### config.mk
export PLATFORM = sky130hd
export DESIGN_NAME = maint_bus_bridge
export DESIGN_NICKNAME = d
export VERILOG_FILES = /design/src/rtl/maint_bridge_pkg.sv /design/src/rtl/maint_req_decode.sv /design/src/rtl/maint_bus_engine.sv /design/src/rtl/maint_rsp_slot.sv /design/src/rtl/maint_bus_bridge.sv
export SDC_FILE = /design/constraint.sdc
export NUM_CORES = 1
export LEC_CHECK = 0
export BUFFER_PORTS_ARGS = -buffer_cell sky130_fd_sc_hd__buf_2
export CORE_ASPECT_RATIO = 1.25
export CORE_MARGIN = 3
export CORE_UTILIZATION = 45
export CTS_CLUSTER_DIAMETER = 200
export DETAILED_ROUTE_END_ITERATION = 8
export PLACE_DENSITY = 0.81
export SLEW_MARGIN = 40
export SYNTH_ARGS = -nofsm -noshare
export SYNTH_HDL_FRONTEND = slang
export SYNTH_HIERARCHICAL = 1
export SYNTH_SLANG_ARGS = --single-unit
### constraint.sdc
create_clock -name clk -period 2.41 [get_ports clk]
set_clock_uncertainty 0.2 [all_clocks]
set_input_delay 0.1205 -clock clk [delete_from_list [all_inputs] [get_ports clk]]
set_output_delay 0.1205 -clock clk [all_outputs]
set_load 0.01 [all_outputs]
### src/rtl/maint_bridge_pkg.sv
package maint_bridge_pkg;

  localparam int OFFSET_W = 21;
  localparam int DATA_W   = 32;
  localparam int ADDR_W   = 8 + OFFSET_W + 3;

  localparam logic [3:0] TT_READ   = 4'd0;
  localparam logic [3:0] TT_WRITE  = 4'd1;
  localparam logic [3:0] TT_RD_RSP = 4'd2;
  localparam logic [3:0] TT_WR_RSP = 4'd3;
  localparam logic [3:0] ST_DONE   = 4'd0;
  localparam logic [3:0] ST_ERROR  = 4'd7;
  localparam logic [3:0] SZ_WORD   = 4'b1000;

  typedef enum logic [2:0] {
    K_READ, K_WRITE, K_ERR_RD, K_ERR_WR, K_SIDE
  } req_kind_e;

  // Byte address: upper byte zero, offset picks the double-word,
  // inverted word pointer picks the half, low two bits zero.
  function automatic logic [ADDR_W-1:0] make_bus_addr(
    input logic [OFFSET_W-1:0] offset, input logic wdptr);
    return {8'h00, offset, ~wdptr, 2'b00};
  endfunction

  function automatic req_kind_e classify(input logic [3:0] ttype,
                                         input logic [3:0] size);
    req_kind_e k;
    case (ttype)
      TT_READ:  k = (size == SZ_WORD) ? K_READ  : K_ERR_RD;
      TT_WRITE: k = (size == SZ_WORD) ? K_WRITE : K_ERR_WR;
      default:  k = K_SIDE;
    endcase
    return k;
  endfunction

  function automatic logic [3:0] rsp_type_for(input req_kind_e k);
    return (k == K_READ || k == K_ERR_RD) ? TT_RD_RSP : TT_WR_RSP;
  endfunction

  function automatic logic is_error_kind(input req_kind_e k);
    return (k == K_ERR_RD) || (k == K_ERR_WR);
  endfunction

endpackage

### src/rtl/maint_req_decode.sv
module maint_req_decode
  import maint_bridge_pkg::*;
(
  input  logic [3:0] ttype,
  input  logic [3:0] size,
  output req_kind_e  kind,
  output logic       to_bus,
  output logic       to_error,
  output logic       to_side
);

  always_comb begin
    kind     = classify(ttype, size);
    to_bus   = (kind == K_READ) || (kind == K_WRITE);
    to_error = is_error_kind(kind);
    to_side  = (kind == K_SIDE);
  end

  // the three routes are mutually exclusive and cover all codes
  always_comb begin
    a_route_onehot_r9: assert ($countones({to_bus, to_error, to_side}) == 1)
      else $error("request routed to %0d paths", $countones({to_bus, to_error, to_side}));
  end

endmodule

### src/rtl/maint_bus_engine.sv
module maint_bus_engine #(
  parameter int ADDR_W = 32,
  parameter int DATA_W = 32
) (
  input  logic              clk,
  input  logic              rst_n,
  input  logic              start_rd,
  input  logic              start_wr,
  input  logic [ADDR_W-1:0] start_addr,
  input  logic [DATA_W-1:0] start_wdata,
  output logic [ADDR_W-1:0] bus_address,
  output logic              bus_read,
  output logic              bus_write,
  output logic [DATA_W-1:0] bus_writedata,
  input  logic [DATA_W-1:0] bus_readdata,
  input  logic              bus_waitrequest,
  input  logic              bus_readdatavalid,
  output logic              done,
  output logic [DATA_W-1:0] done_data,
  output logic              busy
);

  typedef enum logic [1:0] {E_IDLE, E_RD_CMD, E_RD_WAIT, E_WR_CMD} eng_st_e;
  eng_st_e st_q, st_d;
  logic [ADDR_W-1:0] addr_q;
  logic [DATA_W-1:0] wdata_q;

  // named internal events
  logic cmd_taken;
  logic rd_data_in;

  always_comb begin
    cmd_taken  = (st_q == E_RD_CMD || st_q == E_WR_CMD) && !bus_waitrequest;
    rd_data_in = (st_q == E_RD_CMD || st_q == E_RD_WAIT) && bus_readdatavalid;
    st_d = st_q;
    done = 1'b0;
    case (st_q)
      E_IDLE: begin
        if (start_rd)      st_d = E_RD_CMD;
        else if (start_wr) st_d = E_WR_CMD;
      end
      E_RD_CMD: begin
        if (cmd_taken) begin
          if (rd_data_in) begin
            done = 1'b1;
            st_d = E_IDLE;
          end else begin
            st_d = E_RD_WAIT;
          end
        end
      end
      E_RD_WAIT: begin
        if (rd_data_in) begin
          done = 1'b1;
          st_d = E_IDLE;
        end
      end
      E_WR_CMD: begin
        if (cmd_taken) begin
          done = 1'b1;
          st_d = E_IDLE;
        end
      end
      default: st_d = E_IDLE;
    endcase
    done_data = (st_q == E_WR_CMD) ? '0 : bus_readdata;
  end

  always_ff @(posedge clk) begin
    if (!rst_n) begin
      st_q    <= E_IDLE;
      addr_q  <= '0;
      wdata_q <= '0;
    end else begin
      st_q <= st_d;
      if (st_q == E_IDLE && (start_rd || start_wr)) begin
        addr_q  <= start_addr;
        wdata_q <= start_wdata;
      end
    end
  end

  assign bus_address   = addr_q;
  assign bus_read      = (st_q == E_RD_CMD);
  assign bus_write     = (st_q == E_WR_CMD);
  assign bus_writedata = wdata_q;
  assign busy          = (st_q != E_IDLE);

  // never both commands at once
  p_one_cmd_r5: assert property (@(posedge clk) disable iff (!rst_n)
    !(bus_read && bus_write));

  // stalled command holds command, address and data
  p_cmd_hold_r5: assert property (@(posedge clk) disable iff (!rst_n)
    (bus_read || bus_write) && bus_waitrequest |=>
      (bus_read == $past(bus_read)) && (bus_write == $past(bus_write)) &&
      $stable(bus_address) && $stable(bus_writedata));

  // a new start only while idle
  p_start_idle_r2: assert property (@(posedge clk) disable iff (!rst_n)
    (start_rd || start_wr) |-> !busy);

endmodule

### src/rtl/maint_rsp_slot.sv
module maint_rsp_slot #(
  parameter int TID_W  = 8,
  parameter int DATA_W = 32
) (
  input  logic              clk,
  input  logic              rst_n,
  input  logic              load,
  input  logic [3:0]        ld_ttype,
  input  logic [3:0]        ld_status,
  input  logic [TID_W-1:0]  ld_tid,
  input  logic [DATA_W-1:0] ld_data,
  output logic              rsp_valid,
  input  logic              rsp_ready,
  output logic [3:0]        rsp_ttype,
  output logic [3:0]        rsp_status,
  output logic [TID_W-1:0]  rsp_tid,
  output logic [DATA_W-1:0] rsp_data
);

  logic fire;
  assign fire = rsp_valid && rsp_ready;

  always_ff @(posedge clk) begin
    if (!rst_n) begin
      rsp_valid  <= 1'b0;
      rsp_ttype  <= '0;
      rsp_status <= '0;
      rsp_tid    <= '0;
      rsp_data   <= '0;
    end else if (load) begin
      rsp_valid  <= 1'b1;
      rsp_ttype  <= ld_ttype;
      rsp_status <= ld_status;
      rsp_tid    <= ld_tid;
      rsp_data   <= ld_data;
    end else if (fire) begin
      rsp_valid <= 1'b0;
    end
  end

  // a new response never lands on an unconsumed one
  p_no_overwrite_r1: assert property (@(posedge clk) disable iff (!rst_n)
    load |-> !rsp_valid);

  // pending response is held unchanged
  p_rsp_stable_r10: assert property (@(posedge clk) disable iff (!rst_n)
    rsp_valid && !rsp_ready |=> rsp_valid && $stable(rsp_ttype) &&
      $stable(rsp_status) && $stable(rsp_tid) && $stable(rsp_data));

endmodule

### src/rtl/maint_bus_bridge.sv
module maint_bus_bridge
  import maint_bridge_pkg::*;
#(
  parameter int TID_W = 8
) (
  input  logic                clk,
  input  logic                rst_n,
  input  logic                req_valid,
  output logic                req_ready,
  input  logic [3:0]          req_ttype,
  input  logic [3:0]          req_size,
  input  logic [TID_W-1:0]    req_tid,
  input  logic [OFFSET_W-1:0] req_offset,
  input  logic                req_wdptr,
  input  logic [DATA_W-1:0]   req_data,
  output logic [ADDR_W-1:0]   bus_address,
  output logic                bus_read,
  output logic                bus_write,
  output logic [DATA_W-1:0]   bus_writedata,
  input  logic [DATA_W-1:0]   bus_readdata,
  input  logic                bus_waitrequest,
  input  logic                bus_readdatavalid,
  output logic                rsp_valid,
  input  logic                rsp_ready,
  output logic [3:0]          rsp_ttype,
  output logic [3:0]          rsp_status,
  output logic [TID_W-1:0]    rsp_tid,
  output logic [DATA_W-1:0]   rsp_data,
  output logic                side_valid,
  input  logic                side_ready,
  output logic [3:0]          side_ttype,
  output logic [3:0]          side_size,
  output logic [TID_W-1:0]    side_tid,
  output logic [OFFSET_W-1:0] side_offset,
  output logic                side_wdptr,
  output logic [DATA_W-1:0]   side_data
);

  // named internal events
  logic      accept;
  req_kind_e kind_now;
  logic      now_bus, now_err, now_side;
  logic      rsp_fire, side_fire;
  logic      eng_done, eng_busy;
  logic [DATA_W-1:0] eng_data;

  logic      busy_q;
  req_kind_e cap_kind;
  logic [TID_W-1:0] cap_tid;
  logic      cap_wdptr;

  logic              rsp_load;
  logic [3:0]        ld_ttype, ld_status;
  logic [TID_W-1:0]  ld_tid;
  logic [DATA_W-1:0] ld_data;

  maint_req_decode u_decode (
    .ttype    (req_ttype),
    .size     (req_size),
    .kind     (kind_now),
    .to_bus   (now_bus),
    .to_error (now_err),
    .to_side  (now_side)
  );

  assign req_ready = !busy_q;
  assign accept    = req_valid && req_ready;
  assign rsp_fire  = rsp_valid && rsp_ready;
  assign side_fire = side_valid && side_ready;

  always_ff @(posedge clk) begin
    if (!rst_n) begin
      busy_q    <= 1'b0;
      cap_kind  <= K_SIDE;
      cap_tid   <= '0;
      cap_wdptr <= 1'b0;
    end else begin
      if (rsp_fire || side_fire) busy_q <= 1'b0;
      else if (accept)           busy_q <= 1'b1;
      if (accept) begin
        cap_kind  <= kind_now;
        cap_tid   <= req_tid;
        cap_wdptr <= req_wdptr;
      end
    end
  end

  maint_bus_engine #(.ADDR_W(ADDR_W), .DATA_W(DATA_W)) u_engine (
    .clk               (clk),
    .rst_n             (rst_n),
    .start_rd          (accept && now_bus && kind_now == K_READ),
    .start_wr          (accept && now_bus && kind_now == K_WRITE),
    .start_addr        (make_bus_addr(req_offset, req_wdptr)),
    .start_wdata       (req_data),
    .bus_address       (bus_address),
    .bus_read          (bus_read),
    .bus_write         (bus_write),
    .bus_writedata     (bus_writedata),
    .bus_readdata      (bus_readdata),
    .bus_waitrequest   (bus_waitrequest),
    .bus_readdatavalid (bus_readdatavalid),
    .done              (eng_done),
    .done_data         (eng_data),
    .busy              (eng_busy)
  );

  always_comb begin
    rsp_load  = (accept && now_err) || eng_done;
    ld_ttype  = eng_done ? rsp_type_for(cap_kind) : rsp_type_for(kind_now);
    ld_status = eng_done ? ST_DONE : ST_ERROR;
    ld_tid    = eng_done ? cap_tid : req_tid;
    ld_data   = eng_done ? eng_data : '0;
  end

  maint_rsp_slot #(.TID_W(TID_W), .DATA_W(DATA_W)) u_rsp (
    .clk        (clk),
    .rst_n      (rst_n),
    .load       (rsp_load),
    .ld_ttype   (ld_ttype),
    .ld_status  (ld_status),
    .ld_tid     (ld_tid),
    .ld_data    (ld_data),
    .rsp_valid  (rsp_valid),
    .rsp_ready  (rsp_ready),
    .rsp_ttype  (rsp_ttype),
    .rsp_status (rsp_status),
    .rsp_tid    (rsp_tid),
    .rsp_data   (rsp_data)
  );

  // side output for every type that is neither read nor write
  always_ff @(posedge clk) begin
    if (!rst_n) begin
      side_valid  <= 1'b0;
      side_ttype  <= '0;
      side_size   <= '0;
      side_tid    <= '0;
      side_offset <= '0;
      side_wdptr  <= 1'b0;
      side_data   <= '0;
    end else if (accept && now_side) begin
      side_valid  <= 1'b1;
      side_ttype  <= req_ttype;
      side_size   <= req_size;
      side_tid    <= req_tid;
      side_offset <= req_offset;
      side_wdptr  <= req_wdptr;
      side_data   <= req_data;
    end else if (side_fire) begin
      side_valid <= 1'b0;
    end
  end

  // nothing new is taken while an item is waiting downstream
  p_busy_blocks_r1: assert property (@(posedge clk) disable iff (!rst_n)
    (rsp_valid || side_valid || eng_busy) |-> !req_ready);

  // address shape during a transfer, half selected by inverted pointer
  p_addr_form_r3: assert property (@(posedge clk) disable iff (!rst_n)
    (bus_read || bus_write) |-> (bus_address[31:24] == 8'h00) &&
      (bus_address[1:0] == 2'b00) && (bus_address[2] == !cap_wdptr));

  // an error request never reaches the bus
  p_no_bus_on_err_r8: assert property (@(posedge clk) disable iff (!rst_n)
    busy_q && is_error_kind(cap_kind) |-> !bus_read && !bus_write);

  // a side item never coexists with a bus command or a response
  p_side_alone_r9: assert property (@(posedge clk) disable iff (!rst_n)
    side_valid |-> !bus_read && !bus_write && !rsp_valid);

  // pending side item is held unchanged
  p_side_stable_r10: assert property (@(posedge clk) disable iff (!rst_n)
    side_valid && !side_ready |=> side_valid && $stable(side_ttype) &&
      $stable(side_tid) && $stable(side_offset) && $stable(side_data) &&
      $stable(side_size) && $stable(side_wdptr));

endmodule

==> flow_summary.ini <==
[outcome]
status = finished clean

[critical_path]
crit_family = buffers and inverters
arrival_ns = 2.51
required_ns = 2.57
crit_chain = dlygate4sd3_1 > buf_2 > nor4b_4 > nor2b_2 > nand2b_1 > nor4_1 > buf_4 > o21a_4 > buf_12 > nand2_1 > a21boi_2
cp-end-kind = flop
start_kind = input port
critPathMaxFanout = 23
critPathMaxStageDelay_ns = 0.54
cp_num_buf_inv = 4
critPathSlowestCell = dlygate4sd3_1
crit_type = in -> reg

[synthesis]
yosys.area_share.adder_pct = 0.598
synth_xor_area_share_pct = 0
synth_edf_count = 0
netlist_instances = 927
synth_top_family_by_area = simple AND/OR/NAND/NOR gates
synth_top_area_share_pct = 47.1
synth_area_sq_um = 8370
synth_compound_area_share_pct = 10.6
synth.distinct_cells = 43
synthFlopType = dfxtp_1
ys_seq_area_share_pct = 47.1
yosys.area_share.simple_pct = 28.5
synth-async-reset-ratio_pct = 0
synth_seq_cells = 197
yosysWarnings = 6
synth_most_common_cell = nand2_1
synthTopCellsByArea = dfxtp_1, nand2_1, nand3_1, a21boi_2, nor2b_1
synth_common_cells = nand2_1, dfxtp_1, nand3_1
yosysTopAreaCell = dfxtp_1
syn_area_per_cell_sq_um = 9.03
yosys-mux-area-fraction_pct = 6.82

[drt]
dr.pass1.iters = 5
vias = 7876
drc = 0
viasPerCell = 5.10
antenna_left = 0
drt_iter0_drc = 462
post_drt_wl_per_cell_microns = 16.3
wirelength_microns = 25100

[global_routing]
grt_pass1_wl_microns = 37900
antenna_found_initial = 1
grt-ovfl-total = 0
grt_max_degree = 113
grt_usage_pct = 23.0
first_global_vias = 7598

[finish]
synthToLayoutAreaGrowth_pct = 39.1
antennaDiodeCount = 0
final_nets = 1415
layout.cells.non_filler = 1543
drive_gt1_share_pct = 32.4
finalInstanceArea_sq_um = 11600

[place]
hpwl_microns = 15100
io_buffer_count = 295
dp.cells = 1406
place_congestion = 0.832
post_dp_cell_area_sq_um = 9920

[power_and_ir_drop]
swShare_pct = 27.0
p_int_uw = 5130
powerDensity_nw_per_um2 = 604
p_leak_uw = 0.00526
irDropWorstVdd_v = 0.000460
p_sw_uw = 1890
pwr-share-comb_pct = 10.9
pwr-share-seq_pct = 48.4
p_clk_share_pct = 40.8

[timing]
fin_crit_ns = 2.35
hold_viol = 0
maxSlewViolCount = 0
fmax_ghz = 0.425
setup_viol = 0
rsz0062_at_grt = true
finalCritPeriodShare_pct = 97.5

[clock_network]
clkLatencyLatePin_ns = 0.43
cts_max_level = 4
root_buffer = clkbuf_16
cts.reportedPaths.clkPinSlew_ns = 0.08
cts_tree = built
clk_path_buf_depth = 2
cts_made_buffers = 17
clock_sinks = 197

[job]
maxCapViolations = 0

[floorplanning]
dieArea_sq_um = 20300
ios = 296
num_rows = 55
die_w_microns = 128
chipHeight_microns = 158
initial_core_util_pct = 46.1
core_area_sq_um = 18200

[hold_path]
hold_path_class = in -> reg
==> worst min-delay path, delay by kind of cell <==
kind	cells	cell delay (ns)
simple gates	3	0.35
buf+inv	1	0.07
mux	1	0.06
==> worst paths after layout <==
kind                                      start                                    to  slack, ns  cells past startpoint
setup / recovery                    req_size[1]  u_engine/bus_address[5]$_SDFFE_PN0P_       0.06                     11
hold reg to reg       side_data[4]$_SDFFE_PN0P_             side_data[4]$_SDFFE_PN0P_       0.25                      2
setup reg to reg  u_engine/st_q[0]$_SDFFE_PN0P_         u_rsp/rsp_tid[0]$_SDFFE_PN0P_       0.17                      8
hold / removal                 bus_readdata[10]       u_rsp/rsp_data[10]$_SDFFE_PN0P_      0.006                      5
==> cells by family (layout without fill, tap and decap cells) <==
group,Yosys count,in the layout
DFF,197,197
and+or+nand+nor,496,496
buffers and inverters,83,459
muxes,56,56
other,2,14
adders and majority gates,4,4
AOI/OAI and AO/OA,89,89
==> repair_timing <==
action                                  CTS  global route
resized for setup                         0             8
hold buffers                            103             0
buffers inserted                          0             0
endpoints found under the setup margin    0            67
endpoints found under the hold margin   175             0
==> power groups by stage <==
stage	registers, uW	clock network, uW	logic, uW
after floorplan	3510	0	302
after global placement	3470	0	603
after detailed placement	3470	0	612
after CTS	3400	2930	743
after global routing	3410	3050	829
final	3400	2860	765
==> per-stage QoR <==
stage	util, %	setup TNS, ns	total power, uW	worst slack [ns]	hold WS (ns)
global placement	54.6	0	4070	0.0808	0.149
detailed placement	54.6	-0.00140	4080	-0.00140	0.153
floorplan	-	0	3810	0.0463	0.0507
CTS	63.6	0	7070	0.0523	0.000670
global route	64.1	-0.141	7280	-0.0340	0.0170
finish	64.1	0	7030	0.0596	0.00636
==> layout make-up <==
class | count | area [sq um]
multi-input cells | 659 | 3990
well taps | 228 | 285
clock buffers | 17 | 425
repair buffers | 419 | 2790
inverters | 8 | 30.0
fillers | 1391 | 6530
flip-flops and latches | 197 | 3940
clock inverters | 15 | 176
==> state kept, by name, indices dropped and copies added, names as in the netlist <==
name	flops
busy_q	1
cap_kind	2
cap_tid	8
side_data	32
side_offset	21
side_size	4
side_tid	8
side_ttype	4
side_valid	1
side_wdptr	1
u_engine/bus_address	32
u_engine/bus_writedata	32
u_engine/st_q	2
u_rsp/rsp_data	32
u_rsp/rsp_status	4
u_rsp/rsp_tid	8
u_rsp/rsp_ttype	4
u_rsp/rsp_valid	1
==> per-layer routing <==
metal | global-route usage [%] | vias to the layer above | part of all wire, %
met1 | 25.4 | 3682 | 38
met2 | 41.2 | 352 | 50
met4 | 9.40 | 2 | 3.2
met3 | 6.74 | 56 | 8.0
met5 | 0 | - | 0.052
li1 | - | 3784 | -
==> cells in the final DEF (no fill, tap or decap), drive strengths merged, types with 2 or more instances in the layout <==
master         n
a21boi        75
a21oi          2
and2          32
and2b          2
buf          314
clkbuf        19
clkinv         8
conb          14
dfxtp        197
dlygate4sd3  103
ha             4
inv           15
mux2           8
mux2i         48
nand2        218
nand2b         4
nand3        140
nor2           7
nor2b         82
nor3           2
nor4           2
o21a           3
o21ai          3
o221a          2
or3            2
No activity file was read; power rests on OpenSTA's default activity.
